## src/rtl/byte_out_port.sv

```systemverilog
module byte_out_port #(
  parameter int AW = 8,
  parameter logic [AW-1:0] BASE = '0
) (
  input  logic          clk,
  input  logic          rst_n,
  input  logic [AW-1:0] addr,
  input  logic          wr_en,
  input  logic          rd_en,
  input  logic [7:0]    wdata,
  output logic [7:0]    rdata,
  output logic          irq,
  input  logic          iack,
  output logic          dev_valid,
  output logic [7:0]    dev_data,
  input  logic          dev_ready,
  input  logic          dev_err
);

  localparam logic [AW-1:0] A_DATA = BASE + AW'(1);
  localparam logic [AW-1:0] A_STAT = BASE + AW'(3);
  localparam logic [AW-1:0] A_VEC  = BASE + AW'(5);

  logic       en_q, pend_q, err_q;
  logic [7:0] vec_q, stat;

  wire wr_data = wr_en && addr == A_DATA;
  wire wr_stat = wr_en && addr == A_STAT;
  wire wr_vec  = wr_en && addr == A_VEC;
  wire rd_stat = rd_en && !iack && addr == A_STAT;
  wire load    = wr_data && !dev_valid;
  wire accept  = dev_valid && dev_ready;

  assign stat = {!dev_valid, 4'b0000, en_q, pend_q, err_q};
  assign irq  = pend_q && en_q;

  always_ff @(posedge clk or negedge rst_n) begin
    if (!rst_n) begin
      dev_valid <= 1'b0;
      dev_data  <= '0;
      en_q      <= 1'b0;
      pend_q    <= 1'b0;
      err_q     <= 1'b0;
      vec_q     <= '0;
    end else begin
      if (load) begin
        dev_valid <= 1'b1;
        dev_data  <= wdata;
      end else if (accept) begin
        dev_valid <= 1'b0;
      end
      if (wr_stat) en_q <= wdata[2];
      if (dev_err) err_q <= 1'b1;
      else if (wr_stat && wdata[0]) err_q <= 1'b0;
      if (accept && en_q) pend_q <= 1'b1;
      else if (rd_stat || wr_data) pend_q <= 1'b0;
      if (wr_vec) vec_q <= wdata;
    end
  end

  always_comb begin
    rdata = '0;
    if (iack) rdata = vec_q;
    else if (rd_en) begin
      if (addr == A_DATA) rdata = dev_data;
      else if (addr == A_STAT) rdata = stat;
      else if (addr == A_VEC) rdata = vec_q;
    end
  end

  a_r3_load_offers: assert property (@(posedge clk) disable iff (!rst_n)
    load |=> dev_valid && dev_data == $past(wdata));
  a_r4_hold_stalled: assert property (@(posedge clk) disable iff (!rst_n)
    dev_valid && !dev_ready |=> dev_valid && $stable(dev_data));
  a_r5_accept_frees: assert property (@(posedge clk) disable iff (!rst_n)
    accept |=> !dev_valid);
  a_r7_done_requests: assert property (@(posedge clk) disable iff (!rst_n)
    accept && en_q && !wr_stat |=> irq);
  a_r8_read_clears: assert property (@(posedge clk) disable iff (!rst_n)
    rd_stat && !accept |=> !irq);
  a_r9_err_latch: assert property (@(posedge clk) disable iff (!rst_n)
    dev_err |=> stat[0]);

endmodule

```

## config.mk

```make
export PLATFORM = sky130hd
export DESIGN_NAME = byte_out_port
export DESIGN_NICKNAME = d
export VERILOG_FILES = /design/src/rtl/byte_out_port.sv
export SDC_FILE = /design/constraint.sdc
export NUM_CORES = 1
export LEC_CHECK = 0
export CAP_MARGIN = 20
export CORE_MARGIN = 2
export CORE_UTILIZATION = 35
export CTS_CLUSTER_DIAMETER = 60
export CTS_CLUSTER_SIZE = 10
export DETAILED_ROUTE_END_ITERATION = 8
export GPL_ROUTABILITY_DRIVEN = 0
export PLACE_DENSITY = 0.69
export SLEW_MARGIN = 25
export SYNTH_ARGS = -nofsm -noshare
export SYNTH_HDL_FRONTEND = slang
export SYNTH_SLANG_ARGS = --single-unit
```

## constraint.sdc

```tcl
create_clock -name clk -period 4 [get_ports clk]
set_clock_uncertainty 0.15 [all_clocks]
set_input_delay 0.8 -clock clk [delete_from_list [all_inputs] [get_ports clk]]
set_output_delay 0.8 -clock clk [all_outputs]
set_load 0.1 [all_outputs]
```

==> results of run 1 <==
-- worst max-delay path by stage --
stage / endpoint / slack (ns) / depth (start not counted)
after floorplan: rdata[0] / 0.20 / 3
after global placement: rdata[5] / 0.35 / 6
after detailed placement: rdata[3] / 0.25 / 5
after CTS: rdata[3] / 0.23 / 5
after global routing: rdata[4] / 0.11 / 5
final: rdata[4] / 0.24 / 5
-- metrics by stage --
step	hold slack [ns]	util (%)	total power (uW)	instance area (um^2)
after floorplan	0.300	-	289	1060
after global placement	0.329	55.8	341	1560
after detailed placement	0.338	55.8	342	1560
after CTS	0.364	56.6	435	1590
after global routing	0.387	56.6	448	1590
final	0.361	56.6	429	1590
-- routing by layer --
| layer | share of wire [%] | track usage, % | vias up | routed length [um] |
|---|---|---|---|---|
| met3 | 7.2 | 3.71 | 0 | 194 |
| met1 | 45 | 20.9 | 444 | 1210 |
| met4 | 0 | 5.19 | 0 | 0 |
| met2 | 48 | 29.2 | 36 | 1290 |
| met5 | 0 | 0 | - | 0 |
| li1 | - | - | 417 | - |
-- cells in the final DEF, fill, tap and decap left out --
cell type / synthesis / layout
o22ai_1: 5 / 5
or3_1: 1 / 1
a41o_2: 1 / 1
clkdlybuf4s50_1: 0 / 32
mux2_4: 2 / 2
mux2_2: 15 / 15
nand3b_4: 1 / 1
o21a_1: 1 / 1
nand2b_1: 4 / 4
o211ai_1: 4 / 4
nor3_1: 1 / 1
nand2_1: 2 / 2
nand4_1: 1 / 1
nor4_4: 1 / 1
a21oi_1: 7 / 7
inv_1: 3 / 3
a22o_1: 4 / 4
o21ai_0: 1 / 1
nand3_4: 1 / 1
clkbuf_4: 0 / 3
dfrtp_1: 20 / 20
nand3_1: 2 / 2
buf_4: 0 / 2
a21o_1: 1 / 1
a32o_1: 1 / 1
nor2_1: 4 / 4
and2_1: 2 / 2
buf_12: 0 / 8
-- power by group through the flow --
stage,Clock (uW),Sequential (uW),Combinational [uW]
2_1_floorplan,0,246,43.2
3_3_place_gp,0,220,121
3_5_place_dp,0,220,122
4_1_cts,96.2,216,123
5_1_grt,103,217,129
6_report,90.4,216,122
-- cells in the mapped netlist, drive strengths merged --
cell type  instances
a21o               1
a21oi              7
a22o               4
a32o               1
a41o               1
and2               2
buf                4
clkbuf             1
dfrtp             20
inv                3
mux2              17
nand2              2
nand2b             4
nand3              3
nand3b             1
nand4              1
nor2               4
nor3               1
nor4               1
o211ai             4
o21a               1
o21ai              1
o22ai              5
or3                1
-- worst max-delay path, delay by kind of cell --
| family | cells | cell delay (ns) |
|---|---|---|
| AND/OR/NAND/NOR | 2 | 0.98 |
| buffers and inverters | 2 | 0.76 |
| AO/OA/AOI/OAI | 1 | 0.28 |
-- sequential cells by signal (all words and copies together) (netlist names) --
| name | cells |
|---|---|
| en_q | 1 |
| pend_q | 1 |
| dev_valid | 1 |
| err_q | 1 |
| dev_data | 8 |
| vec_q | 8 |
-- cell families after synthesis --
logic type             synth area share [%]
AOI/OAI and AO/OA                      16.3
DFF                                    47.2
muxes                                  18.8
and+or+nand+nor                        13.8
buffers and inverters                  3.90
-- final cells by class --
| cell class | instances | area, um^2 | area share, % |
|---|---|---|---|
| Tap cell | 31 | 38.8 | 2.44 |
| Clock buffer | 3 | 22.5 | 1.42 |
| Multi-Input combinational cell | 62 | 518 | 32.6 |
| Timing Repair Buffer | 42 | 495 | 31.2 |
| Sequential cell | 20 | 500 | 31.5 |
| Inverter | 3 | 11.3 | 0.710 |
==> results by group, run 1 <==
Pwr
  – Max IR drop VDD: 0.000177 V
  – Internal power: 294 uW
  – Sequential power share: 50.4%
  – NetSw: 135 uW
  – Sw Share: 31.5%
  – Static leakage: 0.000683 uW
  – Clk pwr share: 21.1%
  – Power Density: 270 mW/mm^2
  – Combinational power share: 28.5%

Floorplan
  – Row count: 19
  – Die Area: 0.00348 mm^2
  – Width of the die: 59.0 um
  – Core area: 0.00281 mm^2
  – Die Y: 59.0 um
  – # IOs: 41
  – Initial Utilization: 37.8%

Routing
  – DRT Wirelength: 2.69 mm
  – DR WL/cell: 16.7 um
  – Post-route ant nets: 0
  – Detailed-route via count: 897
  – Detailed Routing Iterations Pass 1: 5
  – DR vias/cell: 5.57
  – DRC viols: 0
  – DRC marker count from the first detailed-route iteration: 14

Setup path
  – Critical path type: input pin to primary output
  – Worst reg2reg path startpoint: dev_valid
  – FF-to-FF setup slack: 2.65 ns
  – Critical path origin: addr[2]
  – Max FO, Critical Path: 9
  – Worst path slowest cell: clkdlybuf4s50_1
  – Startpoint Class: input pin
  – Worst r2r dst: dev_data[0]
  – Crit-path max cell delay: 0.57 ns
  – Critical Path Sink Type: primary output
  – CP Data Arrival Time: 2.81 ns
  – Worst r2r path cells: 3
  – WP data required: 3.05 ns
  – CP Cell Sequence: clkdlybuf4s50_1 -> or3_1 -> nor3_1 -> a22o_1 -> buf_12

Clocking
  – Clock tree root buffer cell: clkbuf_4
  – Clock buffer depth: 2
  – H-tree Lvls: 1
  – TritonCTS Sinks: 20
  – CTS tree: yes
  – Worst-skew pair later-pin latency: 0.29 ns
  – CTS buffer count: 3
  – Post CTS Setup Buffer Count: 0
  – Cts hold-fix bufs: 0
  – Clock-pin slew on the worst setup and hold paths: 0.10 ns
  – Post-CTS Resized: 0

STA
  – Final setup fails: 0
  – RSZ-0062 raised after global routing: false
  – Relative slew slack: 34.8%
  – TNS Setup: 0 ns
  – Slew @ Worst Pin: 0.975 ns
  – Final WS setup: 0.238 ns
  – Final hold vios: 0
  – Tcrit/Tclk final: 94.1%
  – Slew Limit Fails: 0
  – Post-layout min period: 3.76 ns
  – Maximum clock rate: 266 MHz

Placed design
  – Inst Count DP: 158
  – Place WS: 0.254 ns
  – Number of buffers added on ports: 40
  – Detailed Place HPWL: 2.04 mm

Cells and area
  – Area growth from synthesis to layout: 49.7%
  – Nets: 155
  – Diode count: 0
  – Final Non-Filler Cells: 161
  – Fillers: 253
  – Layout cells sized above 1: 26.2%

Yosys
  – Mapped Area: 0.00106 mm^2
  – Top-area cell type share of the netlist area: 47.2%
  – Register area share after synthesis: 47.2%
  – Syn_area_per_cell: 11.8 um^2
  – Ranking of synthesized cells by area: dfrtp_1 47%, mux2_2 16%, a21oi_1 3.3%
  – Gate count after technology mapping: 90
  – Post-synthesis cell type count: 27
  – Mapped Nets: 113
  – Yosys warns: 0
  – Post-synthesis register bit count: 20
  – Area leader, netlist: dfrtp_1

Global route
  – Vias in the first global route: 986
  – All-Layer GR Usage: 16.9%
  – First-pass GRT wire length: 4.46 mm
  – Initial antenna violation count: 0
  – Largest net degree at the start of global routing: 21
  – Global route overflow: 0

Worst hold path
  – Worst min path class: flop to flop
  – Hold Crit Endpoint: err_q
  – Hold Startpoint: err_q
  – Hold depth: 1

Status
  – Status: finished clean

Flow run
  – Max Cap Viol: 0
Note: power is estimated with default switching activity, not from simulation.
==> inputs of run 2 (changes only) <==
Settings changed: GPL_TIMING_DRIVEN set to 0, RECOVER_POWER set to 25, SLEW_MARGIN 25 to unset.
==> results by group, run 2 (synthesized netlist as in run 1, its figures left out) <==
Clocking
  – H-tree Lvls: 1
  – Clock tree root buffer cell: clkbuf_4
  – Clock buffer depth: 2
  – CTS tree: yes
  – TritonCTS Sinks: 20
  – CTS buffer count: 3
  – Worst-skew pair later-pin latency: 0.29 ns
  – Cts hold-fix bufs: 0
  – Clock-pin slew on the worst setup and hold paths: 0.11 ns

Routing
  – Detailed-route via count: 871
  – Post-route ant nets: 0
  – DRC marker count from the first detailed-route iteration: 22
  – DRT Wirelength: 2.49 mm
  – DR vias/cell: 5.41
  – DRC viols: 0
  – DR WL/cell: 15.5 um
  – Detailed Routing Iterations Pass 1: 4

Setup path
  – Worst r2r dst: dev_data[0]
  – Cell family with most CP delay: buffers and inverters
  – Worst reg2reg path startpoint: dev_valid
  – Max FO, Critical Path: 8
  – CP Data Arrival Time: 2.93 ns
  – Critical Path Sink Type: primary output
  – Startpoint Class: input pin
  – Worst path slowest cell: clkdlybuf4s15_1
  – Worst r2r path cells: 3
  – WP buf/inv: 2
  – FF-to-FF setup slack: 2.70 ns
  – WP data required: 3.05 ns
  – Critical path type: input pin to primary output
  – Crit-path max cell delay: 0.84 ns
  – CP Cell Sequence: clkdlybuf4s50_1 -> nor4_4 -> o211ai_1 -> a21oi_1 -> clkdlybuf4s15_1

Pwr
  – Max IR drop VDD: 0.000196 V
  – Power Density: 287 mW/mm^2
  – Internal power: 284 uW
  – NetSw: 136 uW
  – Sequential power share: 51.4%
  – Static leakage: 0.000654 uW
  – Clk pwr share: 22.2%
  – Sw Share: 32.3%
  – Combinational power share: 26.4%

STA
  – Final hold vios: 0
  – Maximum clock rate: 258 MHz
  – Final setup fails: 0
  – Slew @ Worst Pin: 0.973 ns
  – TNS Setup: 0 ns
  – Tcrit/Tclk final: 96.9%
  – Relative slew slack: 34.9%
  – Post-layout min period: 3.88 ns
  – RSZ-0062 raised after global routing: false
  – Slew Limit Fails: 0
  – Fin Hold WS: 0.350 ns

Cells and area
  – Cell area after layout: 0.00146 mm^2
  – Fillers: 271
  – Most frequent cells in the layout: 28 x clkdlybuf4s50_1, 20 x dfrtp_1, 15 x mux2_2, 7 x buf_2, 7 x a21oi_1
  – Final Util: 52.1%
  – Nets: 155
  – Most common cell after layout, fill and taps aside: clkdlybuf4s50_1
  – Layout cells sized above 1: 27.7%
  – Area growth from synthesis to layout: 37.9%
  – Top flop regs: dev_data x8, vec_q x8
  – Diode count: 0

Global route
  – Vias in the first global route: 929
  – Global route overflow: 0
  – Largest net degree at the start of global routing: 21
  – First-pass GRT wire length: 4.19 mm
  – All-Layer GR Usage: 16.0%
  – Initial antenna violation count: 0

Floorplan
  – Die Y: 59.0 um
  – Row count: 19
  – Width of the die: 59.0 um
  – Die Area: 0.00348 mm^2
  – Core area: 0.00281 mm^2
  – Initial Utilization: 37.8%
  – # IOs: 41

Status
  – Status: finished clean

Worst hold path
  – Hold Startpoint: err_q
  – Hold Crit Endpoint: err_q
  – Hold depth: 1
  – Worst min path class: flop to flop

Placed design
  – Number of buffers added on ports: 37
  – Placed inst area: 0.00147 mm^2

Flow run
  – Max Cap Viol: 0
-- run 2: cell types whose count changed in the layout (fill, tap and decap cells not counted), sizes merged --
cell / before / now
clkdlybuf4s50: 32 / 28
clkdlybuf4s15: 0 / 1
dlygate4sd3: 0 / 1
buf: 10 / 8
clkbuf: 3 / 7
-- run 2: how the worst max path moves through the flow --
stage	startpoint	endpoint	slack [ns]	cells past startpoint
finish	addr[5]	rdata[1]	0.12	5
global route	addr[5]	rdata[1]	0.02	5
CTS	addr[3]	rdata[5]	0.001	7
floorplan	addr[5]	rdata[0]	0.20	3
global placement	addr[3]	rdata[3]	-0.63	7
detailed placement	addr[3]	rdata[3]	-0.58	7
-- run 2: layout make-up --
| type | instances | area (um^2) | area share (%) |
|---|---|---|---|
| multi-input combinational | 62 | 523 | 35.8 |
| sequential | 20 | 500 | 34.2 |
| timing repair buffer | 37 | 335 | 22.9 |
| tap | 31 | 38.8 | 2.65 |
| buffer | 5 | 30.0 | 2.05 |
| clock buffer | 3 | 22.5 | 1.54 |
| inverter | 3 | 11.3 | 0.771 |
-- run 2: timing repair --
| item | CTS | global route |
|---|---|---|
| resized for setup | 22 | 10 |
| endpoints found under the setup margin | 8 | 8 |
| buffers inserted | 0 | 0 |
| cloned | 0 | 0 |
-- run 2: stage by stage --
stage	cells	worst slack (ns)	power, uW
floorplan	90	0.200	289
global placement	158	-0.629	332
detailed placement	158	-0.583	333
CTS	161	0.00135	426
global route	161	0.0162	438
finish	161	0.123	420
-- run 2: power groups by stage --
| stage | clock network [uW] | registers (uW) | logic, uW |
|---|---|---|---|
| 2_1_floorplan | 0 | 246 | 43.2 |
| 3_3_place_gp | 0 | 219 | 112 |
| 3_5_place_dp | 0 | 220 | 113 |
| 4_1_cts | 98.1 | 216 | 112 |
| 5_1_grt | 104 | 217 | 117 |
| 6_report | 93.2 | 216 | 111 |
-- run 2: layer usage --
metal  vias up  track usage, %  share of wire [%]
met4         0            5.52                  0
met1       419            20.9                 44
met2        36            26.0                 47
met3         0            3.71                8.4
met5         -               0                  0
li1        416               -                  -
